### src/rtl/mdio_seq_pkg.sv
package mdio_seq_pkg;

  typedef enum logic [2:0] {
    OP_RD32    = 3'd0,
    OP_WR32    = 3'd1,
    OP_RD16_LO = 3'd2,
    OP_RD16_HI = 3'd3,
    OP_WR16_LO = 3'd4,
    OP_WR16_HI = 3'd5,
    OP_RMW     = 3'd6,
    OP_POLL    = 3'd7
  } op_e;

  typedef enum logic [3:0] {
    S_IDLE,
    S_PAGE,
    S_SETTLE,
    S_RD0,
    S_RD1,
    S_RD16,
    S_WR0,
    S_WR1,
    S_WR16,
    S_GAP,
    S_RSP
  } state_e;

  localparam logic [4:0] PAGE_PHY      = 5'h18;
  localparam logic [4:0] DATA_PHY_BASE = 5'h10;

endpackage

### src/rtl/mdio_addr_map.sv
module mdio_addr_map
  import mdio_seq_pkg::*;
#(
  parameter int PAGE_W = 9,
  parameter int SEL_W  = 3,
  parameter int REG_W  = 5
) (
  input  logic [PAGE_W+SEL_W+REG_W-1:0] waddr_i,  // half-word address (byte addr >> 1)
  input  logic                          hi_i,     // select upper half: +2 bytes
  output logic [PAGE_W-1:0]             page_o,
  output logic [4:0]                    phy_o,
  output logic [REG_W-1:0]              reg_o
);
  localparam int W = PAGE_W + SEL_W + REG_W;

  logic [W-1:0] eff;

  always_comb begin
    eff    = waddr_i + W'(hi_i);
    reg_o  = eff[REG_W-1:0];
    page_o = eff[W-1 -: PAGE_W];
    phy_o  = DATA_PHY_BASE | 5'(eff[REG_W +: SEL_W]);
  end

endmodule

### src/rtl/mdio_wait_timer.sv
module mdio_wait_timer #(
  parameter int CNT_W = 12
) (
  input  logic             clk_i,
  input  logic             rst_ni,
  input  logic             start_i,
  input  logic [CNT_W-1:0] len_i,
  output logic             expired_o
);
  logic [CNT_W-1:0] cnt_q;

  always_ff @(posedge clk_i or negedge rst_ni) begin
    if (!rst_ni)            cnt_q <= '0;
    else if (start_i)       cnt_q <= len_i;
    else if (cnt_q != '0)   cnt_q <= cnt_q - 1'b1;
  end

  assign expired_o = (cnt_q == '0);


  timer_load_chk: assert property (@(posedge clk_i) disable iff (!rst_ni)
    (start_i && len_i != '0) |=> !expired_o);

endmodule

### src/rtl/paged_mdio_seq.sv
module paged_mdio_seq
  import mdio_seq_pkg::*;
#(
  parameter int CLK_PER_US     = 125,
  parameter int PAGE_SETTLE_US = 2000,
  parameter int POLL_GAP_US    = 1,
  parameter int PAGE_W         = 9,
  parameter int SEL_W          = 3,
  parameter int REG_W          = 5,
  parameter int DATA_W         = 32,
  parameter int TMO_W          = 16
) (
  input  logic                            clk_i,
  input  logic                            rst_ni,
  input  logic                            lo_first_i,
  input  logic                            cmd_valid_i,
  output logic                            cmd_ready_o,
  input  logic [2:0]                      cmd_op_i,
  input  logic [PAGE_W+SEL_W+REG_W:0]     cmd_addr_i,
  input  logic [DATA_W-1:0]               cmd_wdata_i,
  input  logic [DATA_W-1:0]               cmd_mask_i,
  input  logic [DATA_W-1:0]               cmd_set_i,
  input  logic [TMO_W-1:0]                cmd_timeout_i,
  output logic                            rsp_valid_o,
  output logic [DATA_W-1:0]               rsp_rdata_o,
  output logic                            rsp_err_o,
  output logic                            mdio_req_o,
  output logic                            mdio_we_o,
  output logic [4:0]                      mdio_phy_o,
  output logic [REG_W-1:0]                mdio_reg_o,
  output logic [DATA_W/2-1:0]             mdio_wdata_o,
  input  logic                            mdio_ack_i,
  input  logic [DATA_W/2-1:0]             mdio_rdata_i,
  input  logic                            mdio_err_i
);
  localparam int HALF_W     = DATA_W / 2;
  localparam int WADDR_W    = PAGE_W + SEL_W + REG_W;
  localparam int SETTLE_CYC = PAGE_SETTLE_US * CLK_PER_US;
  localparam int GAP_CYC    = POLL_GAP_US * CLK_PER_US;
  localparam int MAX_CYC    = (SETTLE_CYC > GAP_CYC) ? SETTLE_CYC : GAP_CYC;
  localparam int CNT_W      = $clog2(MAX_CYC + 1);
  localparam logic [CNT_W-1:0] SETTLE_LEN = CNT_W'(SETTLE_CYC);
  localparam logic [CNT_W-1:0] GAP_LEN    = CNT_W'(GAP_CYC);

  state_e state_q, state_d;
  op_e    op_q, cmd_op;

  logic [PAGE_W-1:0] page_q, page_c_q;
  logic              page_vld_q;
  logic [4:0]        phy_q;
  logic [REG_W-1:0]  reg_q;
  logic              hi_q, lo_first_q, err_q;
  logic [DATA_W-1:0] wdata_q, mask_q, set_q, rdata_q;
  logic [TMO_W-1:0]  tmo_q;

  logic [PAGE_W-1:0] am_page;
  logic [4:0]        am_phy;
  logic [REG_W-1:0]  am_reg;
  logic              cmd_hi, accept, need_page;
  logic [DATA_W-1:0] rd_word, merged;
  logic              poll_hit;
  logic              tmr_start, tmr_expired;
  logic [CNT_W-1:0]  tmr_len;

  assign cmd_op = op_e'(cmd_op_i);
  assign cmd_hi = (cmd_op == OP_RD16_HI) || (cmd_op == OP_WR16_HI);
  assign accept = cmd_valid_i && cmd_ready_o;

  mdio_addr_map #(
    .PAGE_W (PAGE_W),
    .SEL_W  (SEL_W),
    .REG_W  (REG_W)
  ) u_addr_map (
    .waddr_i (cmd_addr_i[WADDR_W:1]),
    .hi_i    (cmd_hi),
    .page_o  (am_page),
    .phy_o   (am_phy),
    .reg_o   (am_reg)
  );

  mdio_wait_timer #(
    .CNT_W (CNT_W)
  ) u_timer (
    .clk_i     (clk_i),
    .rst_ni    (rst_ni),
    .start_i   (tmr_start),
    .len_i     (tmr_len),
    .expired_o (tmr_expired)
  );

  function automatic state_e first_state(op_e op);
    case (op)
      OP_RD32, OP_RMW, OP_POLL: return S_RD0;
      OP_WR32:                  return S_WR0;
      OP_RD16_LO, OP_RD16_HI:   return S_RD16;
      default:                  return S_WR16;
    endcase
  endfunction

  assign need_page = !page_vld_q || (page_c_q != am_page);
  assign rd_word   = {mdio_rdata_i, rdata_q[HALF_W-1:0]};
  assign merged    = (rd_word & ~mask_q) | set_q;
  assign poll_hit  = ((rd_word & mask_q) == set_q);

  // Shared timer: page settle and poll gap never overlap
  always_comb begin
    tmr_start = 1'b0;
    tmr_len   = GAP_LEN;
    if (state_q == S_PAGE && mdio_ack_i) begin
      tmr_start = 1'b1;
      tmr_len   = SETTLE_LEN;
    end else if (state_q == S_RD1 && mdio_ack_i && op_q == OP_POLL &&
                 !poll_hit && tmo_q != '0) begin
      tmr_start = 1'b1;
    end
  end

  always_comb begin
    state_d = state_q;
    case (state_q)
      S_IDLE:   if (accept) state_d = need_page ? S_PAGE : first_state(cmd_op);
      S_PAGE:   if (mdio_ack_i) state_d = S_SETTLE;
      S_SETTLE: if (tmr_expired) state_d = first_state(op_q);
      S_RD0:    if (mdio_ack_i) state_d = S_RD1;
      S_RD1: if (mdio_ack_i) begin
        case (op_q)
          OP_RMW:  state_d = S_WR0;
          OP_POLL: state_d = (poll_hit || tmo_q == '0) ? S_RSP : S_GAP;
          default: state_d = S_RSP;
        endcase
      end
      S_GAP:    if (tmr_expired) state_d = S_RD0;
      S_WR0:    if (mdio_ack_i) state_d = S_WR1;
      S_WR1, S_WR16, S_RD16: if (mdio_ack_i) state_d = S_RSP;
      S_RSP:    state_d = S_IDLE;
      default:  state_d = S_IDLE;
    endcase
  end

  always_ff @(posedge clk_i or negedge rst_ni) begin
    if (!rst_ni) begin
      state_q    <= S_IDLE;
      op_q       <= OP_RD32;
      page_q     <= '0;
      page_c_q   <= '0;
      page_vld_q <= 1'b0;
      phy_q      <= '0;
      reg_q      <= '0;
      hi_q       <= 1'b0;
      lo_first_q <= 1'b0;
      err_q      <= 1'b0;
      wdata_q    <= '0;
      mask_q     <= '0;
      set_q      <= '0;
      rdata_q    <= '0;
      tmo_q      <= '0;
    end else begin
      state_q <= state_d;
      if (accept) begin
        op_q       <= cmd_op;
        page_q     <= am_page;
        phy_q      <= am_phy;
        reg_q      <= am_reg;
        hi_q       <= cmd_hi;
        lo_first_q <= lo_first_i;
        wdata_q    <= cmd_wdata_i;
        mask_q     <= cmd_mask_i;
        set_q      <= cmd_set_i;
        tmo_q      <= cmd_timeout_i;
        err_q      <= 1'b0;
        rdata_q    <= '0;
      end else begin
        if (mdio_ack_i && mdio_err_i) err_q <= 1'b1;
        if (state_q == S_SETTLE && tmr_expired) begin
          page_c_q   <= page_q;
          page_vld_q <= 1'b1;
        end
        if (mdio_ack_i) begin
          case (state_q)
            S_RD0:  rdata_q[HALF_W-1:0] <= mdio_rdata_i;
            S_RD16: rdata_q <= hi_q ? {mdio_rdata_i, {HALF_W{1'b0}}}
                                    : {{HALF_W{1'b0}}, mdio_rdata_i};
            S_RD1: begin
              rdata_q[DATA_W-1:HALF_W] <= mdio_rdata_i;
              if (op_q == OP_RMW) wdata_q <= merged;
              if (op_q == OP_POLL && !poll_hit) begin
                if (tmo_q == '0) err_q <= 1'b1;
                else             tmo_q <= tmo_q - 1'b1;
              end
            end
            default: ;
          endcase
        end
      end
    end
  end

  // MDIO request fields follow the state; they cannot change before the acknowledge
  always_comb begin
    mdio_req_o   = 1'b0;
    mdio_we_o    = 1'b0;
    mdio_phy_o   = phy_q;
    mdio_reg_o   = reg_q;
    mdio_wdata_o = '0;
    case (state_q)
      S_PAGE: begin
        mdio_req_o   = 1'b1;
        mdio_we_o    = 1'b1;
        mdio_phy_o   = PAGE_PHY;
        mdio_reg_o   = '0;
        mdio_wdata_o = HALF_W'(page_q);
      end
      S_RD0, S_RD16: mdio_req_o = 1'b1;
      S_RD1: begin
        mdio_req_o = 1'b1;
        mdio_reg_o = reg_q + REG_W'(1);
      end
      S_WR0: begin
        mdio_req_o   = 1'b1;
        mdio_we_o    = 1'b1;
        mdio_reg_o   = lo_first_q ? reg_q : reg_q + REG_W'(1);
        mdio_wdata_o = lo_first_q ? wdata_q[HALF_W-1:0] : wdata_q[DATA_W-1:HALF_W];
      end
      S_WR1: begin
        mdio_req_o   = 1'b1;
        mdio_we_o    = 1'b1;
        mdio_reg_o   = lo_first_q ? reg_q + REG_W'(1) : reg_q;
        mdio_wdata_o = lo_first_q ? wdata_q[DATA_W-1:HALF_W] : wdata_q[HALF_W-1:0];
      end
      S_WR16: begin
        mdio_req_o   = 1'b1;
        mdio_we_o    = 1'b1;
        mdio_wdata_o = hi_q ? wdata_q[DATA_W-1:HALF_W] : wdata_q[HALF_W-1:0];
      end
      default: ;
    endcase
  end

  assign cmd_ready_o = (state_q == S_IDLE);
  assign rsp_valid_o = (state_q == S_RSP);
  assign rsp_rdata_o = rdata_q;
  assign rsp_err_o   = err_q;


  accept_drops_ready_chk: assert property (@(posedge clk_i) disable iff (!rst_ni)
    accept |=> !cmd_ready_o);

  rsp_pulse_chk: assert property (@(posedge clk_i) disable iff (!rst_ni)
    rsp_valid_o |=> !rsp_valid_o);

  rsp_busy_chk: assert property (@(posedge clk_i) disable iff (!rst_ni)
    rsp_valid_o |-> !cmd_ready_o);

  req_hold_chk: assert property (@(posedge clk_i) disable iff (!rst_ni)
    (mdio_req_o && !mdio_ack_i) |=> (mdio_req_o && $stable(mdio_phy_o) &&
      $stable(mdio_reg_o) && $stable(mdio_we_o) && $stable(mdio_wdata_o)));

  page_wr_chk: assert property (@(posedge clk_i) disable iff (!rst_ni)
    (mdio_req_o && mdio_phy_o == PAGE_PHY) |-> (mdio_we_o && mdio_reg_o == '0));

  idle_quiet_chk: assert property (@(posedge clk_i) disable iff (!rst_ni)
    cmd_ready_o |-> !mdio_req_o);

  align_chk: assert property (@(posedge clk_i) disable iff (!rst_ni)
    accept |-> !cmd_addr_i[0]);

endmodule

### config.mk
export PLATFORM = sky130hd
export DESIGN_NAME = paged_mdio_seq
export DESIGN_NICKNAME = d
export VERILOG_FILES = /design/src/rtl/mdio_seq_pkg.sv /design/src/rtl/mdio_addr_map.sv /design/src/rtl/mdio_wait_timer.sv /design/src/rtl/paged_mdio_seq.sv
export SDC_FILE = /design/constraint.sdc
export NUM_CORES = 1
export LEC_CHECK = 0
export ABC_AREA = 1
export BUFFER_PORTS_ARGS = -buffer_cell sky130_fd_sc_hd__buf_2
export CAP_MARGIN = 40
export CORE_ASPECT_RATIO = 1.25
export CORE_MARGIN = 2
export CORE_UTILIZATION = 45
export CTS_CLUSTER_DIAMETER = 100
export DETAILED_ROUTE_END_ITERATION = 6
export PLACE_DENSITY = 0.69
export SYNTH_ARGS = -nofsm -noshare
export SYNTH_HDL_FRONTEND = slang
export SYNTH_SLANG_ARGS = --single-unit
### constraint.sdc
create_clock -name clk_i -period 1.8 [get_ports clk_i]
set_input_delay 0.18 -clock clk_i [delete_from_list [all_inputs] [get_ports clk_i]]
set_output_delay 0.18 -clock clk_i [all_outputs]
set_load 0.02 [all_outputs]
# ---- Word-level counts from Yosys, hierarchy flattened
# Cells that the tools add are included.
dict set report totals {
  reg_bits 200
  output_inout_bits 63
  elab_cells 148
}
dict set report op_classes {
  addsub 4
  eq_ne 32
  mux 49
  bitwise 5
  reduce_logical 41
}
# cell count
set ops {}
lappend ops {{2-to-1 mux 32 bit} 7}
lappend ops {{2-to-1 mux 16 bit} 8}
lappend ops {{bitwise AND 32 bit} 2}
lappend ops {{one-hot mux 16 bit (2 select lines)} 2}
lappend ops {{one-hot mux 16 bit (4 select lines)} 1}
lappend ops {{2-to-1 mux 18 bit} 3}
lappend ops {{2-to-1 mux 4 bit} 9}
lappend ops {{== test 32 bit} 1}
lappend ops {{NOT 32 bit} 1}
lappend ops {{OR 32 bit} 1}
lappend ops {{one-hot mux 4 bit (8 select lines)} 1}
lappend ops {{one-hot mux 4 bit (3 select lines)} 2}
lappend ops {{one-hot mux 5 bit (4 select lines)} 1}
lappend ops {{zero test 18 bit} 1}
lappend ops {{nonzero test 18 bit} 1}
lappend ops {{subtractor 18 x 1 -> 18 bit, second input constant} 1}
lappend ops {{adder 17 x 1 -> 17 bit} 1}
lappend ops {{== test 4 x 3 -> 1 bit, second input constant} 4}
lappend ops {{zero test 16 bit} 1}
lappend ops {{inequality test 2 bit, second input constant} 8}
lappend ops {{nonzero test 16 bit} 1}
lappend ops {{subtractor 16 x 1 -> 16 bit, second input constant} 1}
lappend ops {{== test 3 bit, second input constant} 5}
lappend ops {{2-to-1 mux 5 bit} 3}
lappend ops {{other kinds (27)} 65}

# ---- Longest topological paths before layout
# Gate-level depths: netlist of run 1.
dict set report depth {
  depth_word 8
  depth_mapped 20
}

# ---- By module
# Synthesis of run 1 repeated with hierarchy kept, for this count alone.
dict set report hier_totals {
  hier_cells 1561
  area_unflattened_um2 11397.2
}
# mod instances cells_per_inst area_each_um2
set modules_own_cells {}
lappend modules_own_cells {paged_mdio_seq 1 1293 9716.8}
lappend modules_own_cells {mdio_wait_timer 1 180 1239.9}
lappend modules_own_cells {mdio_addr_map 1 88 440.4}

# ---- Least setup slack after synthesis of run 1
# OpenSTA, ideal clock, no wires.
dict set report synth_path {
  kind {input-to-reg}
  from {input cmd_op_i[2]}
  to {register state_q[0]}
  setup_time_ns 0.116
  arrival_ns 1.921
  path_slack_ns -0.237
  cell_stages 19
  cell_sequence {inv_1 -> nor2_1 -> nor2_1 -> nor2_1 -> ha_1 -> ha_1 -> nand2_2 -> nor2_2 -> nand2_2 -> o21bai_2 -> nand2_1 -> nand2_1 -> nand2_1 -> nor2_1 -> nand4_1 -> nand2_1 -> nand2_1 -> nand2_1 -> nand2_1}
}
dict set report synth_between {
  elab_chain_len 8
}
# item line_no
set synth_lines {}
lappend synth_lines {{start: declaration} paged_mdio_seq.sv:18} ;# input logic [2:0] cmd_op_i,
lappend synth_lines {{== test 3 x 2 -> 1 bit / == test 3 bit (equally long branches)} paged_mdio_seq.sv:66} ;# assign cmd_hi = (cmd_op == OP_RD16_HI) || (cmd_op == OP_WR16_HI);
lappend synth_lines {{logical OR 1 bit *} paged_mdio_seq.sv:66}
lappend synth_lines {{named net cmd_hi} paged_mdio_seq.sv:59} ;# logic cmd_hi, accept, need_page;
lappend synth_lines {{adder 17 x 1 -> 17 bit *} mdio_addr_map.sv:19} ;# eff = waddr_i + W'(hi_i);
lappend synth_lines {{inequality test 9 bit *} paged_mdio_seq.sv:100} ;# assign need_page = !page_vld_q || (page_c_q != am_page);
lappend synth_lines {{logical OR 1 bit *} paged_mdio_seq.sv:100}
lappend synth_lines {{2-to-1 mux 4 bit * (2 in series)} paged_mdio_seq.sv:121} ;# S_IDLE: if (accept) state_d = need_page ? S_PAGE : first_state(cmd_op);
lappend synth_lines {{one-hot mux 4 bit (8 select lines) *} paged_mdio_seq.sv:120} ;# case (state_q)
lappend synth_lines {{end signal: assignment} paged_mdio_seq.sv:158} ;# state_q <= state_d;
lappend synth_lines {{end: declaration} paged_mdio_seq.sv:45} ;# state_e state_q, state_d;
# Mark *: on every way through the listed nets, which the timed path passes. The rest lies on a longest branch. The select of a mux whose other input is x is not followed.
# A chain may end at the register's enable or synchronous reset.

# ---- Worst setup path in the final report of run 1
dict set report layout_path {
  from {register state_q[1]}
  to {output mdio_wdata_o[7]}
}
dict set report layout_between {
  elab_chain_len 2
}
# item line_no
set layout_lines {}
lappend layout_lines {{== test 4 bit (tied with other cells)} paged_mdio_seq.sv:205} ;# case (state_q)
lappend layout_lines {{one-hot mux 16 bit (4 select lines) *} paged_mdio_seq.sv:205}
lappend layout_lines {{end: declaration} paged_mdio_seq.sv:31} ;# output logic [DATA_W/2-1:0] mdio_wdata_o,
# Every way passes the cells marked *; elsewhere a longest branch is shown, timed or not.

==> results by group, run 1 <==
Synthesis
  • Sequential fraction of the synthesis area: 43.6%
  • Top cells by area, synth: dfrtp_1 (44%), nand2_1 (14%), inv_1 (5.1%)
  • Seq cells post-synth: 200
  • Post-synth top area share: 43.6%
  • Avg Cell Area, Syn: 7.85 sq um
  • Cell Area, Synth: 11500 sq um
  • Top-count cell post-synth: nand2_1
  • YS warnings: 0
  • EDFF count, synth: 0
  • Top cells by count, synth: nand2_1 (420), dfrtp_1 (200), inv_1 (155)
  • Syn_nets: 1622
  • Library cells used by synthesis: 60
  • Post-synth ARST share: 100%
  • Area leader, netlist: dfrtp_1
  • Main synth FF type: dfrtp_1
  • Cells after synthesis: 1462

Setup path
  • Setup CP Type: reg2out
  • RR Endpoint: wdata_q[19]
  • Crit path capture type: output pin
  • Worst reg2reg path depth: 16
  • CP Max Fanout: 6
  • Critical-path top delay cell: dfrtp_2
  • CP arrival: 2.32 ns
  • Startpoint types: register
  • Critical Path, Cell by Cell: inv_2, nor2_1, inv_1, nor2_4, inv_4, buf_12, nor3_2, a221oi_2, o221ai_4, buf_4
  • Worst reg2reg startpoint: state_q[2]
  • Req. time, crit path: 1.62 ns
  • WP buf/inv: 5
  • R2r setup slk: -0.62 ns
  • CP max stage delay: 0.49 ns
  • Crit path from: state_q[1]
  • Crit-path leading delay family: buffers and inverters

Global route
  • Initial antenna violation count: 4
  • First-pass GRT wire length: 66700 um
  • Largest net degree at the start of global routing: 65
  • Total Routing Usage GR: 31.8%
  • Gr ovfl total: 0
  • Vias in the first global route: 12900

Timing
  • Final Max Slew Viols: 0
  • RSZ-0062 raised after global routing: yes
  • Final Hold Violating Endpoints: 0
  • Final setup fails: 219
  • Tcrit/Tclk final: 139%
  • Max Clk Rate: 401 MHz
  • Slew HR: 69.2%
  • Fin crit period: 2.50 ns
  • Clock Skew: 0.00986 ns
  • Slew @ Worst Pin: 0.460 ns
  • Worst setup margin: -0.696 ns

Clock tree
  • Clock tree sinks: 200
  • CTS H-tree depth: 4
  • Root Driver: clkbuf_16
  • CTS tree: yes
  • Clk buf depth: 2
  • Num CTS Buffers: 17
  • Clk Latency, worst-skew pair: 0.45 ns
  • Clock transition at the registers of the reported paths: 0.08 ns

Die
  • Die Width: 147 um
  • Row count: 65
  • Core Region: 25100 sq um
  • Ports: 218
  • Full die area: 26800 sq um
  • Die H: 183 um
  • Initial Utilization: 45.7%

Flow run
  • MaxCap Viol Count: 0

Place
  • DP HPWL: 26400 um
  • Final Wtd Congestion: 0.904
  • # port buffers: 216
  • Cell area after placement: 14400 sq um
  • DP Worst Slack: -0.645 ns

Final layout
  • Area Overhead vs Synth: 61.4%
  • Register area: 5010 sq um
  • Footprint of the multi-input gates: 6680 sq um
  • Post-layout util: 73.7%
  • Nets: 2156
  • Filler instances: 1723
  • Final Cell Area: 18500 sq um
  • Layout cells sized above 1: 41.4%

Route
  • Post-route ant nets: 0
  • Initial drt markers: 909
  • Wire per inst: 18.9 um
  • Vias: 12700
  • DRC: 0
  • Avg Vias per Cell: 5.43
  • First-pass DRT Iterations: 5
  • Routed WL: 44300 um

Power and ir drop
  • Leakage: 9.03 nW
  • Ratio of total power to cell area: 1610 nW/um^2
  • VDD IR max: 0.998 mV

Outcome
  • Status: finished, violations left
  • Failing checks: setup timing

Worst hold path
  • Hold Path Class: in2reg
  • Worst hold endpoint: mask_q[13]
  • Worst hold path depth: 3
  • Hold Startpoint: cmd_mask_i[13]
final cells by class:
type | count | share of cell area [%]
Multi-Input combinational cell | 1045 | 36.1
Timing Repair Buffer | 559 | 27.4
Sequential cell | 200 | 27.1
Inverter | 172 | 3.76
Clock buffer | 20 | 2.47
Tap cell | 335 | 2.26
Clock inverter | 12 | 0.885
Timing Repair inverter | 1 | 0.0473
Antenna cell | 3 | 0.0406
through the flow:
stage               std cells  hold WS, ns  power (mW)  TNS (ns)
global route             2347      0.00541        31.4   -107.73
finish                   2347      0.00396        29.8    -95.44
global placement         2139        0.127        19.7     -9.10
CTS                      2310     0.000203        28.0    -40.09
floorplan                1462       -0.116        15.2    -0.429
detailed placement       2139        0.129        20.0    -10.07
cells in the final DEF (no fill, tap or decap), types with 10 or more instances in the layout:
master,synthesis,routed
o21ai_0,72,30
nand2_4,4,21
or2_2,17,10
nor2_4,5,26
nand2_1,420,354
a21oi_1,28,23
inv_2,12,20
nor3_2,6,14
buf_2,24,191
dlygate4sd3_1,0,63
xor2_1,36,36
o211ai_1,20,20
inv_4,4,10
nand2_2,5,50
xnor2_1,10,10
buf_16,0,20
nand3_2,6,13
buf_12,0,38
nand4_1,11,11
nand3_1,71,62
dfrtp_1,200,197
o22ai_1,34,30
o21ai_2,9,27
clkbuf_16,0,21
inv_1,155,139
nor2_1,139,106
o21ai_1,21,43
buf_6,11,53
buf_4,9,183
nor2_2,13,25
state kept, by name, summed over array words and instances (netlist names), 3 cells and up:
signal         count
wdata_q           32
set_q             32
mask_q            32
u_timer.cnt_q     18
state_q            4
phy_q              4
op_q               3
page_q             9
page_c_q           9
tmo_q             16
reg_q              5
rsp_rdata_o       32
how the worst max path moves through the flow:
stage	endpoint	slack [ns]	depth (start not counted)
final	mdio_wdata_o[7]	-0.70	10
after global routing	mdio_wdata_o[7]	-0.78	10
after CTS	mdio_wdata_o[6]	-0.51	10
after detailed placement	state_q[0]	-0.64	20
after global placement	state_q[0]	-0.59	20
after floorplan	state_q[0]	-0.13	19
layer usage:
layer	vias to the layer above	share of wire [%]	track usage [%]
met5	-	0.025	0
met4	2	5.5	16.4
met3	164	5.9	5.10
met2	591	51	55.3
met1	6123	38	38.0
li1	5869	-	-
what timing repair did:
action | 4_1_cts | 5_1_grt
setup endpoints to repair | 121 | 228
resized for setup | 320 | 116
hold endpoints to repair | 99 | 0
buffers inserted | 56 | 33
cloned | 26 | 5
pin swaps | 87 | 43
hold buffers | 63 | 0
where the power goes:
group / internal, mW / leakage (nW) / total [mW] / switching (mW)
Combinational: 8.06 / 6.25 / 17.4 / 9.33
Clock: 2.29 / 0.302 / 4.16 / 1.86
Sequential: 6.47 / 2.47 / 8.22 / 1.75
worst reg2reg max path: cells and delay by family, from the launching register on:
family	cells	cell delay, ns
buffers and inverters	9	1.08
AND/OR/NAND/NOR	5	0.57
flip-flops	1	0.43
AO/OA/AOI/OAI	2	0.29
cells by family (layout without fill, tap and decap cells):
group                    Yosys count  count (layout)  synth area share [%]
flip-flops                       200             200                  43.6
other                              0               3                     0
multiplexers                       5               5                 0.611
buffers and inverters            221             764                  8.60
adder cells (fa/ha/maj)            5               5                 0.545
AO/OA/AOI/OAI                    240             240                  13.2
XOR/XNOR                          48              48                  3.92
AND/OR/NAND/NOR                  743             747                  29.5
(Power assumes the default switching activity.)
==> run 2, diff against run 1 <==
PLACE_DENSITY = 0.75   (was 0.69)
RECOVER_POWER = 25   (was default)
==> run 2 against run 1 <==
The flow still finishes with violations (setup timing). Clock power about the same. Sequential share of layout area is 0.28 points lower. Critical path depth did not move. Clock skew grew 0.0043 ns. Core utilization grew 0.78 points. Sequential power is 0.5% higher. Hold slack better by 0.0088 ns. Cell count increased by 1.2%. Critical endpoint is now mdio_wdata_o[9]. Largest cell class unchanged. Highest routed layer is now met4.
==> results by group, run 2 (synthesized netlist as in run 1, its figures left out) <==
Die
  • Core Region: 25100 sq um
  • Die Width: 147 um
  • Row count: 65
  • Full die area: 26800 sq um
  • Initial Utilization: 45.7%
  • Ports: 218
  • Die H: 183 um

Clock tree
  • CTS tree: yes
  • CTS H-tree depth: 4
  • Clk Latency, worst-skew pair: 0.46 ns
  • Clock transition at the registers of the reported paths: 0.08 ns
  • Root Driver: clkbuf_16
  • Clock tree sinks: 200
  • Num CTS Buffers: 17
  • Clk buf depth: 2

Route
  • Wire per inst: 19.6 um
  • Initial drt markers: 1061
  • Routed WL: 46400 um
  • Vias: 13200
  • First-pass DRT Iterations: 6
  • DRC: 0
  • Post-route ant nets: 0
  • Avg Vias per Cell: 5.55

Setup path
  • Startpoint types: register
  • Crit path capture type: output pin
  • Critical-path top delay cell: dfrtp_2
  • CP max stage delay: 0.48 ns
  • WP buf/inv: 5
  • CP Max Fanout: 6
  • Worst reg2reg path depth: 14
  • Req. time, crit path: 1.62 ns
  • CP arrival: 2.24 ns
  • Critical Path, Cell by Cell: inv_2, nor2_2, inv_2, nor2_4, inv_4, nor2_4, buf_6, a32oi_2, o211ai_1, buf_4
  • Crit-path leading delay family: buffers and inverters
  • Setup CP Type: reg2out
  • Crit path depth: 10

Timing
  • Final Max Slew Viols: 0
  • RSZ-0062 raised after global routing: yes
  • Fin crit period: 2.42 ns
  • Slew HR: 12.1%
  • Final setup fails: 219
  • Slew @ Worst Pin: 1.32 ns
  • Worst hold margin: 0.0128 ns
  • Max Clk Rate: 414 MHz
  • Clock Skew: 0.0141 ns
  • Final Hold Violating Endpoints: 0
  • Tcrit/Tclk final: 134%
  • Worst setup margin: -0.618 ns

Final layout
  • Footprint of the multi-input gates: 6700 sq um
  • Layout cells sized above 1: 43.5%
  • Area Overhead vs Synth: 63.1%
  • Commonest cells after routing, fill and taps aside: nand2_1 (349), dfrtp_1 (197), buf_4 (194), buf_2 (187), inv_1 (130)
  • Commonest non-fill, non-tap cell in the layout: nand2_1
  • Post-layout util: 74.4%
  • Nets: 2181
  • Filler instances: 1587
  • Register area: 5010 sq um

Power and ir drop
  • VDD IR max: 1.08 mV
  • Ratio of total power to cell area: 1630 nW/um^2
  • Leakage: 9.09 nW

Place
  • Final Wtd Congestion: 0.917
  • DP HPWL: 27400 um
  • # port buffers: 216

Worst hold path
  • Worst hold path depth: 3
  • Hold Path Class: in2reg

Global route
  • Largest net degree at the start of global routing: 48
  • Gr ovfl total: 0
  • Total Routing Usage GR: 34.0%
  • First-pass GRT wire length: 71400 um
  • Initial antenna violation count: 5
  • Vias in the first global route: 13800

Outcome
  • Failing checks: setup timing
  • Status: finished, violations left

Flow run
  • MaxCap Viol Count: 0
==> run 2: layout make-up <==
class	instances	share of cell area (%)
antenna	6	0.0803
multi-input combinational	1042	35.8
tap	335	2.24
inverter	172	3.71
clock buffer	19	2.42
timing repair buffer	588	28.1
clock inverter	13	0.896
sequential	200	26.8
==> run 2: through the flow <==
step           TNS, ns  cells  power [mW]  setup WS [ns]  instance area [sq um]
2_1_floorplan   -0.429   1462        15.2         -0.135                  11600
3_3_place_gp    -12.59   2189        20.2         -0.575                  14700
3_5_place_dp    -14.16   2189        20.5         -0.645                  14700
4_1_cts         -45.05   2355        29.0         -0.496                  18300
5_1_grt         -73.06   2373        32.1         -0.637                  18700
6_report        -59.37   2375        30.5         -0.618                  18700
==> run 2: path summary, 6_finish.rpt <==
check	startpoint	slack (ns)	to
max	state_q[1]	-0.62	mdio_wdata_o[9]
min in group asynchronous	rst_ni	0.55	rsp_rdata_o[23]
min	cmd_set_i[13]	0.01	set_q[13]
min reg2reg	phy_q[2]	0.50	phy_q[2]
max in group asynchronous	rst_ni	0.20	tmo_q[1]
max reg2reg	state_q[3]	-0.52	wdata_q[23]
==> run 2: worst reg2reg max path: stages, from the launching register on <==
cell and delay (ns):
dfrtp_2 0.45, nor2_1 0.17, inv_2 0.11, buf_6 0.13
buf_6 0.11, nor2_8 0.09, inv_4 0.05, nor2_8 0.16
buf_12 0.16, buf_12 0.15, buf_8 0.15, nand2_2 0.07
o211ai_1 0.18, nand2_1 0.15, o21ai_1 0.12
==> run 2: repair_timing <==
action	in CTS	in global routing
buffers inserted	56	17
endpoints found under the hold margin	105	0
gates resized for setup	378	86
hold buffers	64	0
endpoints found under the setup margin	166	229
pin swaps	100	44
cloned	19	1
==> run 2: layer usage <==
metal | part of all wire (%) | up-vias | wire length, um | track usage [%]
met5 | 0 | - | 0 | 0
met4 | 6.1 | 0 | 2840 | 20.0
met1 | 36 | 6308 | 16900 | 38.7
met3 | 6.8 | 231 | 3150 | 6.38
li1 | - | 5917 | - | -
met2 | 51 | 715 | 23500 | 59.4
==> run 2: power by group <==
part | internal [mW] | switching, mW | total, mW
clock | 2.28 | 1.89 | 4.17
combinational | 8.45 | 9.66 | 18.1
sequential | 6.47 | 1.79 | 8.26
